[config.mk]
export PLATFORM = sky130hd
export DESIGN_NAME = ppm_tick_gen
export DESIGN_NICKNAME = d
export VERILOG_FILES = /design/src/rtl/ppm_tick_pkg.sv /design/src/rtl/ppm_tick_decode.sv /design/src/rtl/ppm_tick_datapath.sv /design/src/rtl/ppm_tick_ctrl.sv /design/src/rtl/ppm_tick_gen.sv
export SDC_FILE = /design/constraint.sdc
export NUM_CORES = 1
export LEC_CHECK = 0
export BUFFER_PORTS_ARGS = -buffer_cell sky130_fd_sc_hd__buf_4
export CAP_MARGIN = 30
export CORE_UTILIZATION = 50
export DETAILED_ROUTE_END_ITERATION = 10
export MAX_ROUTING_LAYER = met4
export PLACE_DENSITY_LB_ADDON = 0.12
export SYNTH_ARGS = -nofsm -noshare
export SYNTH_HDL_FRONTEND = slang
export SYNTH_SLANG_ARGS = --single-unit
[constraint.sdc]
create_clock -name clk -period 8.35 [get_ports clk]
set_input_delay 0.4175 -clock clk [delete_from_list [all_inputs] [get_ports clk]]
set_output_delay 0.4175 -clock clk [all_outputs]
set_load 0.05 [all_outputs]
[src/rtl/ppm_tick_pkg.sv]
package ppm_tick_pkg;

  // Strobes from the second counter to the correction datapath
  typedef struct packed {
    logic secEnd;    // last cycle of the current second
    logic secStart;  // first cycle of a second
  } tickStrobe_t;

  // Magnitude in steps: bit 1 weighs one step, bit 0 weighs two steps
  function automatic logic [1:0] trimMag(input logic [2:0] code);
    return {code[0], code[1]};
  endfunction

  function automatic logic trimNeg(input logic [2:0] code);
    return code[2];
  endfunction

endpackage

[src/rtl/ppm_tick_decode.sv]
module ppm_tick_decode #(
  parameter int FRAC_BITS = 20,
  parameter int INC_UNIT  = 343597
) (
  input  logic [2:0]           trimCode,
  output logic [FRAC_BITS-1:0] incStep,
  output logic                 negDir
);
  import ppm_tick_pkg::*;

  localparam logic [FRAC_BITS-1:0] STEP1 = FRAC_BITS'(INC_UNIT);
  localparam logic [FRAC_BITS-1:0] STEP2 = FRAC_BITS'(2 * INC_UNIT);
  localparam logic [FRAC_BITS-1:0] STEP3 = FRAC_BITS'(3 * INC_UNIT);

  logic [1:0] mag;

  always_comb begin
    mag    = trimMag(trimCode);
    negDir = trimNeg(trimCode);
    unique case (mag)
      2'd0:    incStep = '0;
      2'd1:    incStep = STEP1;
      2'd2:    incStep = STEP2;
      default: incStep = STEP3;
    endcase
  end

endmodule

[src/rtl/ppm_tick_datapath.sv]
module ppm_tick_datapath #(
  parameter int DIV_COUNT = 32768,
  parameter int FRAC_BITS = 20,
  parameter int CNT_W     = 16
) (
  input  logic                      clk,
  input  logic                      rst,
  input  ppm_tick_pkg::tickStrobe_t strobe,
  input  logic [FRAC_BITS-1:0]      incStep,
  input  logic                      negDir,
  output logic [CNT_W-1:0]          lastIdx
);
  localparam logic [CNT_W-1:0] NOM_LAST  = CNT_W'(DIV_COUNT - 1);
  localparam logic [CNT_W-1:0] SHORT_LAST = CNT_W'(DIV_COUNT - 2);
  localparam logic [CNT_W-1:0] LONG_LAST  = CNT_W'(DIV_COUNT);

  logic [FRAC_BITS-1:0] accQ;
  logic [FRAC_BITS:0]   accSum;
  logic                 carry;
  logic [CNT_W-1:0]     nextLast;

  always_comb begin
    accSum = {1'b0, accQ} + {1'b0, incStep};
    carry  = accSum[FRAC_BITS];
    if (!carry)      nextLast = NOM_LAST;
    else if (negDir) nextLast = LONG_LAST;
    else             nextLast = SHORT_LAST;
  end

  always_ff @(posedge clk) begin
    if (rst) begin
      accQ    <= '0;
      lastIdx <= NOM_LAST;
    end else if (strobe.secEnd) begin
      accQ    <= accSum[FRAC_BITS-1:0];
      lastIdx <= nextLast;
    end
  end

  // length never leaves the one-count window
  p_len_window_r9: assert property (@(posedge clk) disable iff (rst)
    (lastIdx >= SHORT_LAST) && (lastIdx <= LONG_LAST));

  // state only moves at a second boundary
  p_hold_mid_r6: assert property (@(posedge clk) disable iff (rst)
    !strobe.secEnd |=> $stable(accQ) && $stable(lastIdx));

  // zero correction always yields the nominal length
  p_zero_nominal_r2: assert property (@(posedge clk) disable iff (rst)
    strobe.secEnd && (incStep == '0) |=> lastIdx == NOM_LAST);

  // positive correction never lengthens
  p_pos_short_r4: assert property (@(posedge clk) disable iff (rst)
    strobe.secEnd && !negDir |=> lastIdx <= NOM_LAST);

  // negative correction never shortens
  p_neg_long_r5: assert property (@(posedge clk) disable iff (rst)
    strobe.secEnd && negDir |=> lastIdx >= NOM_LAST);

endmodule

[src/rtl/ppm_tick_ctrl.sv]
module ppm_tick_ctrl #(
  parameter int CNT_W = 16
) (
  input  logic                      clk,
  input  logic                      rst,
  input  logic [CNT_W-1:0]          lastIdx,
  output ppm_tick_pkg::tickStrobe_t strobe,
  output logic                      secTick
);
  logic [CNT_W-1:0] cntQ;
  logic             endNow;

  always_comb begin
    endNow          = (cntQ == lastIdx);
    strobe.secEnd   = endNow;
    strobe.secStart = (cntQ == '0);
  end

  always_ff @(posedge clk) begin
    if (rst) begin
      cntQ    <= '0;
      secTick <= 1'b0;
    end else begin
      cntQ    <= endNow ? '0 : cntQ + 1'b1;
      secTick <= endNow;
    end
  end

  // strobe is a single cycle wide
  p_tick_single_r1: assert property (@(posedge clk) disable iff (rst)
    secTick |=> !secTick);

  // a strobe is always followed by a fresh count
  p_tick_restart_r1: assert property (@(posedge clk) disable iff (rst)
    secTick |-> strobe.secStart);

  // the count never runs past the programmed last index
  p_cnt_bound_r9: assert property (@(posedge clk) disable iff (rst)
    cntQ <= lastIdx);

endmodule

[src/rtl/ppm_tick_gen.sv]
module ppm_tick_gen #(
  parameter int DIV_COUNT = 32768,
  parameter int STEP_PPM  = 10,
  parameter int PPM_DENOM = 1000000,
  parameter int FRAC_BITS = 20
) (
  input  logic       clk,
  input  logic       rst,
  input  logic [2:0] trimCode,
  output logic       secTick
);
  import ppm_tick_pkg::*;

  localparam int CNT_W = $clog2(DIV_COUNT + 2);
  localparam longint SCALED =
    longint'(STEP_PPM) * longint'(DIV_COUNT) * (longint'(1) <<< FRAC_BITS);
  localparam int INC_UNIT = int'(SCALED / longint'(PPM_DENOM));

  tickStrobe_t          strobe;
  logic [FRAC_BITS-1:0] incStep;
  logic                 negDir;
  logic [CNT_W-1:0]     lastIdx;

  ppm_tick_decode #(.FRAC_BITS(FRAC_BITS), .INC_UNIT(INC_UNIT)) decode_i (
    .trimCode(trimCode),
    .incStep (incStep),
    .negDir  (negDir)
  );

  ppm_tick_datapath #(.DIV_COUNT(DIV_COUNT), .FRAC_BITS(FRAC_BITS), .CNT_W(CNT_W)) dp_i (
    .clk    (clk),
    .rst    (rst),
    .strobe (strobe),
    .incStep(incStep),
    .negDir (negDir),
    .lastIdx(lastIdx)
  );

  ppm_tick_ctrl #(.CNT_W(CNT_W)) ctrl_i (
    .clk    (clk),
    .rst    (rst),
    .lastIdx(lastIdx),
    .strobe (strobe),
    .secTick(secTick)
  );

endmodule

==> results_dict.tcl <==
set metrics [dict create \
    synthesis.nets 353 \
    maxSlewViolCount 0 \
    max_slew_margin_pct 55.9 \
    die-area_um2 5690 \
    finClkSkew_ns 0.0127 \
    fmax_mhz 262 \
    fin_nets 351 \
    drc_errors 0 \
    core_area_um2 5140 \
    cts_buffers 5 \
    cp_num_cells 12 \
    clkTransAtPathRegs_ns 0.08 \
    dp_slack_ns 4.23 \
    die_h_um 75.4 \
    ios 6 \
    synth_top_area_share_pct 29.7 \
    cts_sinks 40 \
    crit_path_top_delay_cell "fa_1" \
    synth.top_cells.by_area "dfxtp_1 30%, ha_1 9.3%, xor2_1 5.5%" \
    path_class "input port to register" \
    routed-via-count 2311 \
    finalCriticalPeriod_ns 3.81 \
    grt_pass1_wl_mm 9.71 \
    grt_usage_pct 23.1 \
    die_x_um 75.4 \
    yosysUniqueCellTypes 55 \
    ant_nets 0 \
    synthArstFlopShare_pct 0 \
    fin_ws_ns 4.54 \
    tightestPinTransition_ns 0.660 \
    critical_path_required_ns 8.53 \
    cts_tree "yes" \
    crit_chain "buf_4, inv_1, ha_1, or2_2, fa_1, a221o_1, a311o_1, o2111ai_2, a21oi_1, a211o_1, o211a_1, a211o_1" \
    critPathLaunchType "input port" \
    diodes 0 \
    synth_edf_count 0 \
    finalCritPeriodShare_pct 45.7 \
    postSynthRegisterBits 40 \
    clkLatencyLatePin_ns 0.30 \
    drtIter0Drc 141 \
    dr.pass1.iters 4 \
    netlist_area_um2 2700 \
    cellPowerDensity_nw_per_um2 138 \
    vias_per_cell 5.84 \
    drive_above_1_share_pct 8.28 \
    routedWlPerCell_um 14.7 \
    ys_dominant_reg_cell "dfxtp_1" \
    yosysTopAreaCell "dfxtp_1" \
    antenna_found_initial 0 \
    status "complete, no violations" \
    numPortBuffers 5 \
    cts_max_path_buffers 2 \
    whs_path_depth 3 \
    finalSetupViolations 0 \
    syn_avg_cell_area_um2 8.25 \
    drt-total-wl_mm 5.84 \
    cts-hold-fix-buffers 0 \
    leakage_nw 1.16 \
    tns_ns 0 \
    cp_top_family "compound AO/OA/AOI/OAI gates" \
    cts_resized 0 \
    critPathBufInv 2 \
    hold_viol 0 \
    htree_levels 2 \
    cp_max_fo 17 \
    drv_cap 0 \
    rsz0062_at_grt "no" \
    synth-seq-area-share_pct 29.7 \
    yosys_warnings 0 \
    grt_pass1_vias 2094 \
    cpMostUsedCell "a211o_1" \
    placed_cell_area_um2 2770 \
    final_util_pct 56.3 \
    crit_arrival_ns 3.99 \
    grt-ovfl-total 0 \
    area_growth_pct 7.29 \
    cts_setup_buffers 0 \
    reg2regPathDepth 9 \
    start_util_pct 52.5 \
    cts_root_buf "clkbuf_8" \
    grt_max_degree 32 \
    fin_area_um2 2890 \
    gp_congestion 0.893 \
    num_rows 26 \
    hold_class "input port to register" \
    hpwlAfterDp_mm 4.19 \
    ir_drop_uv 89.6 \
    synth_cells 327 \
    endpoint_kind "register" \
    max_stage_delay_ns 0.49 \
]
==> worst min-delay path, delay by kind of cell <==
family          cells  cell delay, ns
simple gates        1            0.07
compound gates      1            0.07
buf+inv             1            0.11
==> cells in the mapped netlist (2+ instances only) <==
library cell   n
and2_1         4
clkbuf_1      13
a31oi_1        3
nor4b_1        2
maj3_1         2
nor4_1         4
a211oi_1       3
o211a_1        2
nor3_1         4
xor2_1        17
a21oi_1       22
or3_1          5
nand3_1       19
o211ai_1       2
nor2b_1        4
xnor2_1       14
a211o_1        3
inv_1          7
a31o_2         3
nand2_1       21
nand4_1        6
a21o_1         7
o311ai_0       2
or2_2          4
a221oi_1       2
o21a_1         4
o31ai_1        2
dfxtp_1       40
o21ai_0       19
nand2b_1       2
and4_1         3
nor2_1        30
and3_1        11
ha_1          20
==> layer usage <==
layer | vias up | wire length (um) | global-route usage [%]
met5 | - | 0 | -
met2 | 27 | 2650 | 37.1
li1 | 1194 | - | -
met3 | 2 | 112 | 4.37
met1 | 1088 | 3060 | 30.6
met4 | 0 | 22 | 3.70
==> power by group <==
group          leakage [nW]  total (mW)  switching (mW)  internal, mW
logic                 0.771      0.0362          0.0230        0.0132
registers             0.323       0.194         0.00225         0.192
clock network        0.0614       0.170          0.0722        0.0978
==> through the flow <==
step	hold slack (ns)	instances	power, mW
floorplan	0.436	327	0.225
CTS	0.416	396	0.404
global placement	0.447	388	0.235
global route	0.439	396	0.419
finish	0.426	396	0.400
detailed placement	0.453	388	0.234
==> path summary, 6_finish.rpt <==
| kind | startpoint | end | slack, ns |
|---|---|---|---|
| max | trimCode[1] | dp_i.accQ[18] | 4.54 |
| min | trimCode[2] | dp_i.lastIdx[15] | 0.43 |
| max reg2reg | dp_i.accQ[0] | dp_i.accQ[18] | 5.32 |
| min reg2reg | dp_i.accQ[0] | dp_i.accQ[0] | 0.46 |
==> kinds of logic (layout without fill, tap and decap cells) <==
logic type | Yosys count | in the layout | synth area share, %
buffers and inverters | 22 | 21 | 3.11
AOI/OAI and AO/OA | 90 | 90 | 23.5
and+or+nand+nor | 121 | 121 | 22.9
adders and majority gates | 23 | 23 | 10.8
xor gates and xnor gates | 31 | 31 | 10.1
DFF | 40 | 40 | 29.7
==> area by class of cell <==
type,instances,area (um2)
timing repair buffer,6,45.0
fill,498,2250
multi-input combinational,265,1810
tap,70,87.6
clock buffer,6,82.6
inverter,7,26.3
sequential,40,801
clock inverter,2,38.8
==> flip-flops by register name (all words and copies together) (netlist names) <==
| signal | flops |
|---|---|
| ctrl_i.cntQ | 16 |
| ctrl_i.secTick | 1 |
| dp_i.accQ | 20 |
| dp_i.lastIdx | 3 |
==> cells in the final DEF, fill, tap and decap left out, types with 4 or more instances in the layout <==
cell,n
dfxtp_1,40
nor2_1,30
a21oi_1,22
nand2_1,21
ha_1,20
nand3_1,19
o21ai_0,19
xor2_1,17
xnor2_1,14
and3_1,11
inv_1,7
a21o_1,7
nand4_1,6
clkbuf_8,6
buf_4,6
or3_1,5
or2_2,4
nor4_1,4
nor3_1,4
o21a_1,4
and2_1,4
nor2b_1,4
No activity file was read; power rests on OpenSTA's default activity.
